$ cat src/rtl/rls_pkg.sv
package rls_pkg;
  typedef enum logic [1:0] {
    ST_IDLE = 2'd0,
    ST_XFER = 2'd1,
    ST_FIN  = 2'd2
  } rls_state_e;

  localparam int SLOT_BYTES = 2;
endpackage

$ cat src/rtl/rls_mask_pick.sv
module rls_mask_pick #(
  parameter int NREG = 8,
  localparam int IW = $clog2(NREG)
) (
  input  logic [NREG-1:0] mask,
  input  logic            low_first,
  output logic [IW-1:0]   idx,
  output logic            any
);
  logic [IW-1:0] lo_idx, hi_idx;

  always_comb begin
    lo_idx = '0;
    for (int i = NREG - 1; i >= 0; i--) begin
      if (mask[i]) lo_idx = IW'(i);
    end
  end

  always_comb begin
    hi_idx = '0;
    for (int i = 0; i < NREG; i++) begin
      if (mask[i]) hi_idx = IW'(i);
    end
  end

  assign idx = low_first ? lo_idx : hi_idx;
  assign any = |mask;

  always_comb begin
    if (any) a_r7_pick_live: assert (mask[idx]);
  end
endmodule

$ cat src/rtl/rls_region.sv
module rls_region #(
  parameter int AW = 16,
  parameter int EXT_BASE = 'h2000
) (
  input  logic [AW-1:0] addr,
  output logic          ext
);
  assign ext = (addr >= AW'(EXT_BASE));
endmodule

$ cat src/rtl/rls_seq.sv
module rls_seq
  import rls_pkg::*;
#(
  parameter int AW = 16,
  parameter int DW = 16,
  parameter int NREG = 8,
  parameter int BYTE_W = 8,
  parameter int EXT_BASE = 'h2000,
  localparam int IW = $clog2(NREG),
  localparam int RW = IW + 1
) (
  input  logic            clk,
  input  logic            rst_n,
  input  logic            start,
  input  logic            is_pop,
  input  logic            upper_bank,
  input  logic            word_mode,
  input  logic [NREG-1:0] reg_mask,
  input  logic [AW-1:0]   sp_in,
  output logic            busy,
  output logic            done,
  output logic [AW-1:0]   sp_out,
  output logic            mem_req,
  output logic            mem_we,
  output logic            mem_ext,
  output logic [AW-1:0]   mem_addr,
  output logic [DW-1:0]   mem_wdata,
  input  logic            mem_ack,
  input  logic [DW-1:0]   mem_rdata,
  output logic [RW-1:0]   rf_idx,
  input  logic [DW-1:0]   rf_rdata,
  output logic            rf_we,
  output logic [DW-1:0]   rf_wdata
);
  function automatic logic [DW-1:0] narrow(input logic [DW-1:0] v, input logic full);
    return full ? v : {{(DW-BYTE_W){1'b0}}, v[BYTE_W-1:0]};
  endfunction

  function automatic logic [AW-1:0] slot_move(input logic [AW-1:0] sp, input logic up);
    return up ? sp + AW'(SLOT_BYTES) : sp - AW'(SLOT_BYTES);
  endfunction

  function automatic logic [AW-1:0] final_sp(input logic [AW-1:0] sp,
                                             input logic [NREG-1:0] m,
                                             input logic up);
    logic [AW-1:0] span;
    span = AW'($countones(m) * SLOT_BYTES);
    return up ? sp + span : sp - span;
  endfunction

  rls_state_e      state;
  logic [NREG-1:0] pend, start_mask;
  logic [AW-1:0]   sp_cur, start_sp;
  logic            op_pop, op_bank, op_word;

  logic [IW-1:0]   pick_idx;
  logic            pick_any;
  logic            xfer_fire;
  logic [NREG-1:0] pend_next;
  logic [AW-1:0]   acc_addr;

  rls_mask_pick #(.NREG(NREG)) u_pick (
    .mask      (pend),
    .low_first (op_pop),
    .idx       (pick_idx),
    .any       (pick_any)
  );

  assign acc_addr = op_pop ? sp_cur : slot_move(sp_cur, 1'b0);

  rls_region #(.AW(AW), .EXT_BASE(EXT_BASE)) u_region (
    .addr (acc_addr),
    .ext  (mem_ext)
  );

  assign busy      = (state != ST_IDLE);
  assign done      = (state == ST_FIN);
  assign sp_out    = sp_cur;
  assign mem_req   = (state == ST_XFER);
  assign mem_we    = ~op_pop;
  assign mem_addr  = acc_addr;
  assign mem_wdata = narrow(rf_rdata, op_word);
  assign rf_idx    = {op_bank, pick_idx};
  assign xfer_fire = mem_req & mem_ack;
  assign rf_we     = xfer_fire & op_pop;
  assign rf_wdata  = narrow(mem_rdata, op_word);
  assign pend_next = pend & ~(NREG'(1) << pick_idx);

  always_ff @(posedge clk or negedge rst_n) begin
    if (!rst_n) begin
      state      <= ST_IDLE;
      pend       <= '0;
      start_mask <= '0;
      sp_cur     <= '0;
      start_sp   <= '0;
      op_pop     <= 1'b0;
      op_bank    <= 1'b0;
      op_word    <= 1'b0;
    end else begin
      case (state)
        ST_IDLE: if (start) begin
          pend       <= reg_mask;
          start_mask <= reg_mask;
          sp_cur     <= sp_in;
          start_sp   <= sp_in;
          op_pop     <= is_pop;
          op_bank    <= upper_bank;
          op_word    <= word_mode;
          state      <= (reg_mask == '0) ? ST_FIN : ST_XFER;
        end
        ST_XFER: if (xfer_fire) begin
          sp_cur <= op_pop ? slot_move(sp_cur, 1'b1) : acc_addr;
          pend   <= pend_next;
          if (pend_next == '0) state <= ST_FIN;
        end
        default: state <= ST_IDLE;
      endcase
    end
  end

  // request and its payload stay put until acknowledged
  a_r7_hold: assert property (@(posedge clk) disable iff (!rst_n)
    mem_req && !mem_ack |=> mem_req && $stable(mem_addr) && $stable(rf_idx) && $stable(mem_we));

  // every acknowledge retires exactly one selected register
  a_r7_one_bit: assert property (@(posedge clk) disable iff (!rst_n)
    xfer_fire |=> $countones(pend) == $countones($past(pend)) - 1);

  // pointer moves by one slot per acknowledged access
  a_r3_sp_step: assert property (@(posedge clk) disable iff (!rst_n)
    xfer_fire |=> sp_cur == ($past(op_pop) ? $past(sp_cur) + AW'(SLOT_BYTES)
                                           : $past(sp_cur) - AW'(SLOT_BYTES)));

  // final pointer reflects the number of selected registers
  a_r8_final_sp: assert property (@(posedge clk) disable iff (!rst_n)
    done |-> sp_out == final_sp(start_sp, start_mask, op_pop));

  // completion lasts one cycle
  a_r8_pulse: assert property (@(posedge clk) disable iff (!rst_n)
    done |=> !done && !busy);

  // empty mask finishes at once
  a_r9_empty: assert property (@(posedge clk) disable iff (!rst_n)
    !busy && start && reg_mask == '0 |=> done);

  // register writes only happen on acknowledged restores
  a_r5_rf_only_pop: assert property (@(posedge clk) disable iff (!rst_n)
    rf_we |-> mem_req && op_pop && mem_ack);
endmodule

$ cat config.mk
export PLATFORM = sky130hd
export DESIGN_NAME = rls_seq
export DESIGN_NICKNAME = d
export VERILOG_FILES = /design/src/rtl/rls_pkg.sv /design/src/rtl/rls_mask_pick.sv /design/src/rtl/rls_region.sv /design/src/rtl/rls_seq.sv
export SDC_FILE = /design/constraint.sdc
export NUM_CORES = 1
export LEC_CHECK = 0
export ABC_AREA = 1
export BUFFER_PORTS_ARGS = -buffer_cell sky130_fd_sc_hd__clkbuf_2
export CORE_MARGIN = 4
export CORE_UTILIZATION = 50
export DETAILED_ROUTE_END_ITERATION = 8
export PLACE_DENSITY = 0.86
export SYNTH_ARGS = -nofsm -noshare
export SYNTH_HDL_FRONTEND = slang
export SYNTH_HIERARCHICAL = 1
export SYNTH_SLANG_ARGS = --single-unit
$ cat constraint.sdc
create_clock -name clk -period 2.65 [get_ports clk]
set_clock_uncertainty 0.1 [all_clocks]
set_input_delay 0.265 -clock clk [delete_from_list [all_inputs] [get_ports clk]]
set_output_delay 0.265 -clock clk [all_outputs]
set_load 0.005 [all_outputs]
==> out/qor.txt, run 1 <==
Outcome: complete, no violations
Clock sink total: 29
Share of layout cells above drive strength 1: 24.0%
Final Max Slew Viols: 0
Pwr/cell area: 1250 nW/µm²
CTS H-tree depth: 2
Post-synthesis cell area: 2770 µm²
Clock Path Buffers: 2
Vias in the first global route: 2878
Syn_area_per_cell: 5.89 µm²
Reg area: 726 µm²
Iteration-0 DRC Markers: 380
Clock-pin slew on the worst setup and hold paths: 0.06 ns
Die area: 6800 µm²
WHS: 0.0871 ns
Largest net degree at the start of global routing: 38
Drt first pass iters: 5
Tot GR Track Use: 24.4%
Post-route ant nets: 0
Period utilization: 87.3%
IO Pins: 137
Post-Synthesis Cells: 471
Final Util: 63.1%
CP Cell Sequence: inv_1 > ha_1 > nand2_2 > nor2_4 > nand3_1 > nand2_1 > nand2_1 > inv_1 > inv_1 > nand2_1 > clkbuf_2
Crit path DAT: 1.95 ns
Core area: 5240 µm²
Final WL: 8160 µm
Tmin final: 2.31 ns
Antenna Diode Count: 0
CTS buffer count: 5
Slowest CP cell: dfrtp_1
Worst slew margin: 52.0%
CP startpoint kind: register
Final Setup Violations: 0
Fill cell count: 523
DRC: 0
Die Height: 82.5 µm
Required time of the critical path: 2.29 ns
CTS tree: yes
VDD IR-drop max: 716 µV
Min-delay worst type: primary input to register
Nets@finish: 620
CTS Root Cell: clkbuf_8
Antenna violations before repair: 0
Critical path peak fanout: 7
Max_cap viols: 0
Final hold vios: 0
Die width: 82.5 µm
First-pass GRT wire length: 12900 µm
Core Rows: 26
Synth warnings: 6
Synthesized Nets: 538
Initial core utilization: 53.0%
CP Capture Type: primary output
Gpl congestion: 0.945
Measured slew at the worst slew-check pin: 0.720 ns
Crit Path Category: register to primary output
Post-DP HPWL: 6430 µm
Worst-Skew Late Latency: 0.28 ns
Via density: 5.24
Via count: 3269
Drt wl/cell: 13.1 µm
Setup_tns: 0 ns
Area added between synthesis and finish: 19.2%
Unrepaired setup endpoints after global routing: no
Max Clk Rate: 432 MHz
PortBufs: 104
Multi-input logic area: 1590 µm²
Total congestion overflow: 0
Pleak: 1.97 nW
Max stage delay on crit path: 0.46 ns
==> routing by layer <==
| metal | global-route usage (%) | share of wire, % |
|---|---|---|
| met1 | 31.4 | 40 |
| met4 | 6.31 | 1.4 |
| met3 | 4.12 | 8.1 |
| met5 | 0 | 0 |
| met2 | 42.1 | 50 |
==> what timing repair did <==
action                                 CTS  global route
endpoints found under the hold margin   29             0
hold buffers                             1             0
gates resized for setup                  0             0
buffers inserted                         0             0
==> registers in the layout, indices dropped and copies added (netlist names) <==
signal,cells
sp_out,16
pend,8
state,2
op_bank,1
op_pop,1
op_word,1
==> layout make-up <==
type	instances	area share (%)
clock buffers	7	2.91
clock inverters	1	0.151
inverters	64	7.27
multi-input cells	344	48.1
flip-flops and latches	29	22.0
well taps	70	2.65
repair buffers	109	17.0
==> power breakdown <==
group	switching, W	leakage (nW)	internal (W)
combinational	0.00168	1.57	0.000989
clock	0.000168	0.0542	0.000234
sequential	0.000392	0.350	0.000666
total	0.00224	1.97	0.00189
==> worst max-delay path: cells and delay by family (launching register included) <==
kind | cells | cell delay [ns]
adder cells (fa/ha/maj) | 1 | 0.27
buffers and inverters | 4 | 0.39
flip-flops | 1 | 0.46
AND/OR/NAND/NOR | 6 | 0.56
==> metrics by stage <==
step	setup WS, ns	total power (W)	cell area (µm²)	instances
4_1_cts	0.340	0.00412	3310	624
6_report	0.337	0.00413	3310	624
5_1_grt	0.107	0.00458	3310	624
3_3_place_gp	0.672	0.00362	3190	615
2_1_floorplan	0.931	0.00281	2770	471
3_5_place_dp	0.639	0.00371	3190	615
==> final timing paths <==
kind,start,to,slack [ns],cells past startpoint
setup / recovery,sp_out[1],mem_ext,0.34,11
hold / removal,upper_bank,op_bank,0.09,3
setup reg to reg,pend[2],state[0],0.60,14
hold reg to reg,op_bank,op_bank,0.38,2
max in group asynchronous,rst_n,pend[6],1.52,2
min in group asynchronous,rst_n,sp_out[5],0.47,2
==> cells in the final DEF, fill, tap and decap left out <==
| master | instances |
|---|---|
| o21ai_0 | 32 |
| dfrtp_1 | 29 |
| o21a_1 | 1 |
| nand3_1 | 33 |
| dlygate4sd3_1 | 1 |
| nand2_2 | 3 |
| a31oi_1 | 3 |
| inv_2 | 5 |
| nand4_1 | 6 |
| o211ai_1 | 10 |
| o22ai_1 | 2 |
| clkinv_2 | 1 |
| nor4_1 | 2 |
| nor3_2 | 1 |
| nand2_1 | 172 |
| and2_0 | 1 |
| ha_1 | 4 |
| nor3_1 | 1 |
| nor2_1 | 44 |
| clkbuf_8 | 7 |
| inv_1 | 59 |
| a21oi_1 | 7 |
| nor2_4 | 2 |
| xor2_1 | 9 |
| and3_1 | 1 |
| nor2_2 | 6 |
| o21ai_1 | 4 |
| clkbuf_2 | 104 |
| buf_4 | 4 |
Note: power is estimated with default switching activity, not from simulation.
==> run 2, diff against run 1 <==
--- a/config.mk
+++ b/config.mk
@@ -8,9 +8,9 @@
 export ABC_AREA = 1
 export BUFFER_PORTS_ARGS = -buffer_cell sky130_fd_sc_hd__clkbuf_2
 export CORE_MARGIN = 4
-export CORE_UTILIZATION = 50
+export CORE_UTILIZATION = 51
 export DETAILED_ROUTE_END_ITERATION = 8
-export PLACE_DENSITY = 0.86
+export PLACE_DENSITY = 0.88
 export SYNTH_ARGS = -nofsm -noshare
 export SYNTH_HDL_FRONTEND = slang
 export SYNTH_HIERARCHICAL = 1
==> out/qor.txt, run 2 (same netlist as run 1, synthesis figures left out) <==
Outcome: complete, no violations
WP buf/inv: 2
FF-to-FF Start: pend[3]
Crit. Startpoint: sp_out[1]
CTS H-tree depth: 2
Largest net degree at the start of global routing: 38
VDD IR-drop max: 685 µV
Reg-to-Reg End: state[0]
Iteration-0 DRC Markers: 258
IO Pins: 137
Final WL: 8070 µm
Max Clk Rate: 435 MHz
Min-delay worst type: primary input to register
Final hold vios: 0
PortBufs: 104
Critical path peak fanout: 7
CP startpoint kind: register
Die area: 6680 µm²
Pwr/cell area: 1250 nW/µm²
Crit-path most repeated cell: nand2_1
Via count: 3199
Reg2reg setup slack: 0.63 ns
Antenna violations before repair: 0
Total congestion overflow: 0
Most frequent cells in the layout: 172 x nand2_1, 104 x clkbuf_2, 59 x inv_1
Drt first pass iters: 6
Gpl congestion: 0.925
Max_cap viols: 0
Clk pwr share: 9.8%
Design Power: 0.00411 W
Gate power share: 64.6%
Drt wl/cell: 12.9 µm
Area added between synthesis and finish: 19.0%
Worst slew margin: 49.0%
Setup_tns: 0 ns
Initial core utilization: 53.3%
Area after DPL: 3190 µm²
Die Height: 81.8 µm
Post-route cell area: 3300 µm²
Worst-Skew Late Latency: 0.28 ns
Max stage delay on crit path: 0.46 ns
Core area: 5200 µm²
Worst Setup EP: mem_ext
Clock Path Buffers: 2
Tmin final: 2.30 ns
Via density: 5.13
Switching power: 0.00225 W
Final Setup Violations: 0
Pleak: 1.97 nW
CP Cell Sequence: inv_1 > ha_1 > nand2_2 > nor2_4 > nand3_1 > nand2_1 > nand2_1 > nor2_1 > nand2_1 > clkbuf_2
Share of layout cells above drive strength 1: 24.0%
Crit path DAT: 1.94 ns
Measured slew at the worst slew-check pin: 0.764 ns
Period utilization: 86.8%
Stages on worst setup path: 10
CP Capture Type: primary output
Post-route ant nets: 0
Worst Min Path Start: sp_in[0]
Tot GR Track Use: 24.4%
Final Max Slew Viols: 0
Nets@finish: 620
Required time of the critical path: 2.29 ns
Die width: 81.8 µm
Clock sink total: 29
First-pass GRT wire length: 12900 µm
Post-DP HPWL: 6300 µm
DRC: 0
Unrepaired setup endpoints after global routing: no
CTS tree: yes
Commonest non-fill, non-tap cell in the layout: nand2_1
Number of flip-flops in the largest register: 16
Vias in the first global route: 2919
Antenna Diode Count: 0
Clock-pin slew on the worst setup and hold paths: 0.07 ns
Crit Path Category: register to primary output
R2R depth: 14
Internal power: 0.00186 W
Top Family by Delay on Critical Path: simple AND/OR/NAND/NOR gates
CTS Root Cell: clkbuf_8
Slowest CP cell: dfrtp_1
Core Rows: 26
Share of power burned in registers: 25.7%
CTS buffer count: 5
Sw frac: 54.7%
[run 2: cell type report]
| cell class | count | area [µm²] |
|---|---|---|
| fill | 520 | 1900 |
| multi-input combinational | 344 | 1590 |
| inverter | 64 | 240 |
| tap | 70 | 87.6 |
| timing repair buffer | 109 | 561 |
| clock buffer | 6 | 82.6 |
| clock inverter | 2 | 13.8 |
| sequential | 29 | 726 |
[run 2: routing by layer]
layer	track usage (%)	part of all wire, %
met1	30.9	42
met2	42.2	49
met3	4.93	7.3
met4	6.15	1.0
met5	0	0
[run 2: worst min-delay path by stage]
| stage | cells after the start | slack (ns) | to |
|---|---|---|---|
| final | 3 | 0.09 | sp_out[0] |
| after global routing | 3 | 0.09 | op_word |
| after CTS | 3 | 0.08 | op_word |
| after detailed placement | 1 | 0.28 | sp_out[3] |
| after global placement | 1 | 0.28 | sp_out[6] |
| after floorplan | 0 | -0.13 | op_bank |
[run 2: through the flow]
step	worst slack, ns	instances	util [%]	hold WS, ns
floorplan	0.931	471	-	-0.131
global placement	0.697	615	61.4	0.275
detailed placement	0.666	615	61.4	0.283
CTS	0.358	624	63.4	0.0810
global route	0.161	624	63.4	0.0916
finish	0.349	624	63.4	0.0893
[run 2: worst register-to-register path, stage by stage, from the launching register on]
cell,delay (ns)
dfrtp_1,0.42
inv_2,0.08
nand2_1,0.09
o21ai_1,0.13
nand2_1,0.06
o21ai_1,0.09
inv_1,0.11
inv_1,0.08
nand2_1,0.06
o21ai_0,0.22
nand4_1,0.12
nor2_1,0.10
nand2_1,0.08
nand2_1,0.06
o21ai_0,0.09
[run 2: power groups by stage]
stage / clock network, W / logic, W / registers, W
5_1_grt: 0.000430 / 0.00304 / 0.00110
6_report: 0.000402 / 0.00265 / 0.00106
3_5_place_dp: 0 / 0.00264 / 0.00105
3_3_place_gp: 0 / 0.00259 / 0.00103
2_1_floorplan: 0 / 0.00189 / 0.000922
4_1_cts: 0.000411 / 0.00265 / 0.00104
[run 2: what timing repair did]
| item | in CTS | in global routing |
|---|---|---|
| buffers inserted | 0 | 0 |
| hold buffers | 1 | 0 |
| hold endpoints to repair | 29 | 0 |
| resized for setup | 0 | 0 |
==> run 3, diff against run 2 <==
--- a/config.mk
+++ b/config.mk
@@ -10,7 +10,7 @@
 export CORE_MARGIN = 4
 export CORE_UTILIZATION = 51
 export DETAILED_ROUTE_END_ITERATION = 8
-export PLACE_DENSITY = 0.88
+export PLACE_DENSITY_LB_ADDON = 0.3
 export SYNTH_ARGS = -nofsm -noshare
 export SYNTH_HDL_FRONTEND = slang
 export SYNTH_HIERARCHICAL = 1
==> out/qor.txt, run 3 (same netlist as run 1, synthesis figures left out) <==
Iteration-0 DRC Markers: 207
Die area: 6680 µm²
Vias in the first global route: 2917
Measured slew at the worst slew-check pin: 0.772 ns
Via count: 3153
IO Pins: 137
Drt wl/cell: 13.0 µm
Sw frac: 53.4%
Die width: 81.8 µm
Required time of the critical path: 2.29 ns
Antenna violations before repair: 0
CP startpoint kind: register
Most frequent cells in the layout: 172 x nand2_1, 104 x clkbuf_2, 59 x inv_1
Die Height: 81.8 µm
GRT busiest layer: met2
CTS Root Cell: clkbuf_8
CP Capture Type: primary output
DRC: 0
Gate power share: 63.0%
Met3 Track Usage GR: 4.61%
Min-delay worst type: primary input to register
Multi-input logic area: 1590 µm²
Worst slew margin: 48.6%
Number of flip-flops in the largest register: 16
Clk pwr share: 11.6%
Reg area: 726 µm²
Tot GR Track Use: 25.0%
Layout Cells excl Fill: 624
Nets@finish: 620
CTS buffer count: 5
Total congestion overflow: 0
Final WL: 8110 µm
VDD IR-drop max: 792 µV
Final Setup Violations: 0
Period utilization: 87.0%
Drt first pass iters: 6
Crit Path Category: register to primary output
Clock Path Buffers: 2
Setup WS post-layout: 0.344 ns
Placed cell count: 615
Critical path peak fanout: 7
Gpl congestion: 0.911
Post-route ant nets: 0
Max_cap viols: 0
Fill cell count: 498
Max Clk Rate: 434 MHz
Antenna Diode Count: 0
Unrepaired setup endpoints after global routing: no
CTS tree: yes
CTS H-tree depth: 2
Via density: 5.05
Final Util: 63.9%
Core area: 5200 µm²
Tmin final: 2.31 ns
Commonest non-fill, non-tap cell in the layout: nand2_1
Final Max Slew Viols: 0
Share of power burned in registers: 25.3%
Setup_tns: 0 ns
Internal power: 0.00196 W
Post-cts resize count: 0
PortBufs: 104
Pleak: 1.98 nW
Core Rows: 26
Crit path DAT: 1.94 ns
Final hold vios: 0
Area added between synthesis and finish: 19.8%
Post-DP HPWL: 6310 µm
Cts hold-fix bufs: 1
Setup Buffers After CTS: 0
Share of layout cells above drive strength 1: 24.0%
Worst-Skew Late Latency: 0.28 ns
Clock sink total: 29
Clock-pin slew on the worst setup and hold paths: 0.07 ns
Outcome: complete, no violations
Largest net degree at the start of global routing: 38
Global-route track usage on met2: 42.0%
Post-Place Setup Slack: 0.673 ns
First-pass GRT wire length: 13100 µm
Pwr/cell area: 1260 nW/µm²
Grt met1 use: 32.5%
Initial core utilization: 53.3%
Switching power: 0.00224 W
run 3: changes by cell type in the layout (fill, tap and decap cells not counted), sizes merged:
cell      before  now
clkinv         2    0
clkinvlp       0    1
bufinv         0    1
run 3: worst max-delay path, cell delays in order, from the launching register on:
cell	delay, ns
dfrtp_1	0.47
inv_1	0.17
ha_1	0.25
nand2_2	0.11
nor2_4	0.17
nand3_1	0.09
nand2_1	0.08
nand2_1	0.06
nor2_1	0.10
nand2_1	0.06
clkbuf_2	0.10
run 3: stage by stage:
stage / power (W) / area (µm²) / hold slack (ns)
finish: 0.00420 / 3320 / 0.0838
floorplan: 0.00281 / 2770 / -0.131
global placement: 0.00366 / 3190 / 0.282
detailed placement: 0.00371 / 3190 / 0.282
CTS: 0.00421 / 3320 / 0.0758
global route: 0.00466 / 3320 / 0.104
run 3: routing by layer:
layer / up-vias / share of wire [%]
met5: - / 0
met4: 0 / 1.8
met3: 13 / 7.5
met2: 123 / 48
met1: 1392 / 42
li1: 1625 / -
run 3: cell type report:
type	instances	share of cell area [%]
flip-flops and latches	29	21.8
repair buffers	109	16.9
inverters	64	7.23
clock inverters	2	1.13
multi-input cells	344	47.8
well taps	70	2.63
clock buffers	6	2.48
run 3: power groups by stage:
stage / Sequential [W] / Combinational (W) / Clock [W]
2_1_floorplan: 0.000922 / 0.00189 / 0
3_3_place_gp: 0.00105 / 0.00261 / 0
3_5_place_dp: 0.00106 / 0.00265 / 0
4_1_cts: 0.00106 / 0.00266 / 0.000498
5_1_grt: 0.00111 / 0.00304 / 0.000519
6_report: 0.00107 / 0.00265 / 0.000489
run 3: worst paths after layout:
| check | start | to | slack, ns | depth (start not counted) |
|---|---|---|---|---|
| setup / recovery | sp_out[1] | mem_ext | 0.34 | 10 |
| hold / removal | sp_in[0] | sp_out[0] | 0.08 | 3 |
| setup reg to reg | pend[2] | state[0] | 0.69 | 14 |
| hold reg to reg | op_bank | op_bank | 0.40 | 2 |
| max in group asynchronous | rst_n | sp_out[1] | 1.48 | 2 |
| min in group asynchronous | rst_n | state[0] | 0.48 | 2 |
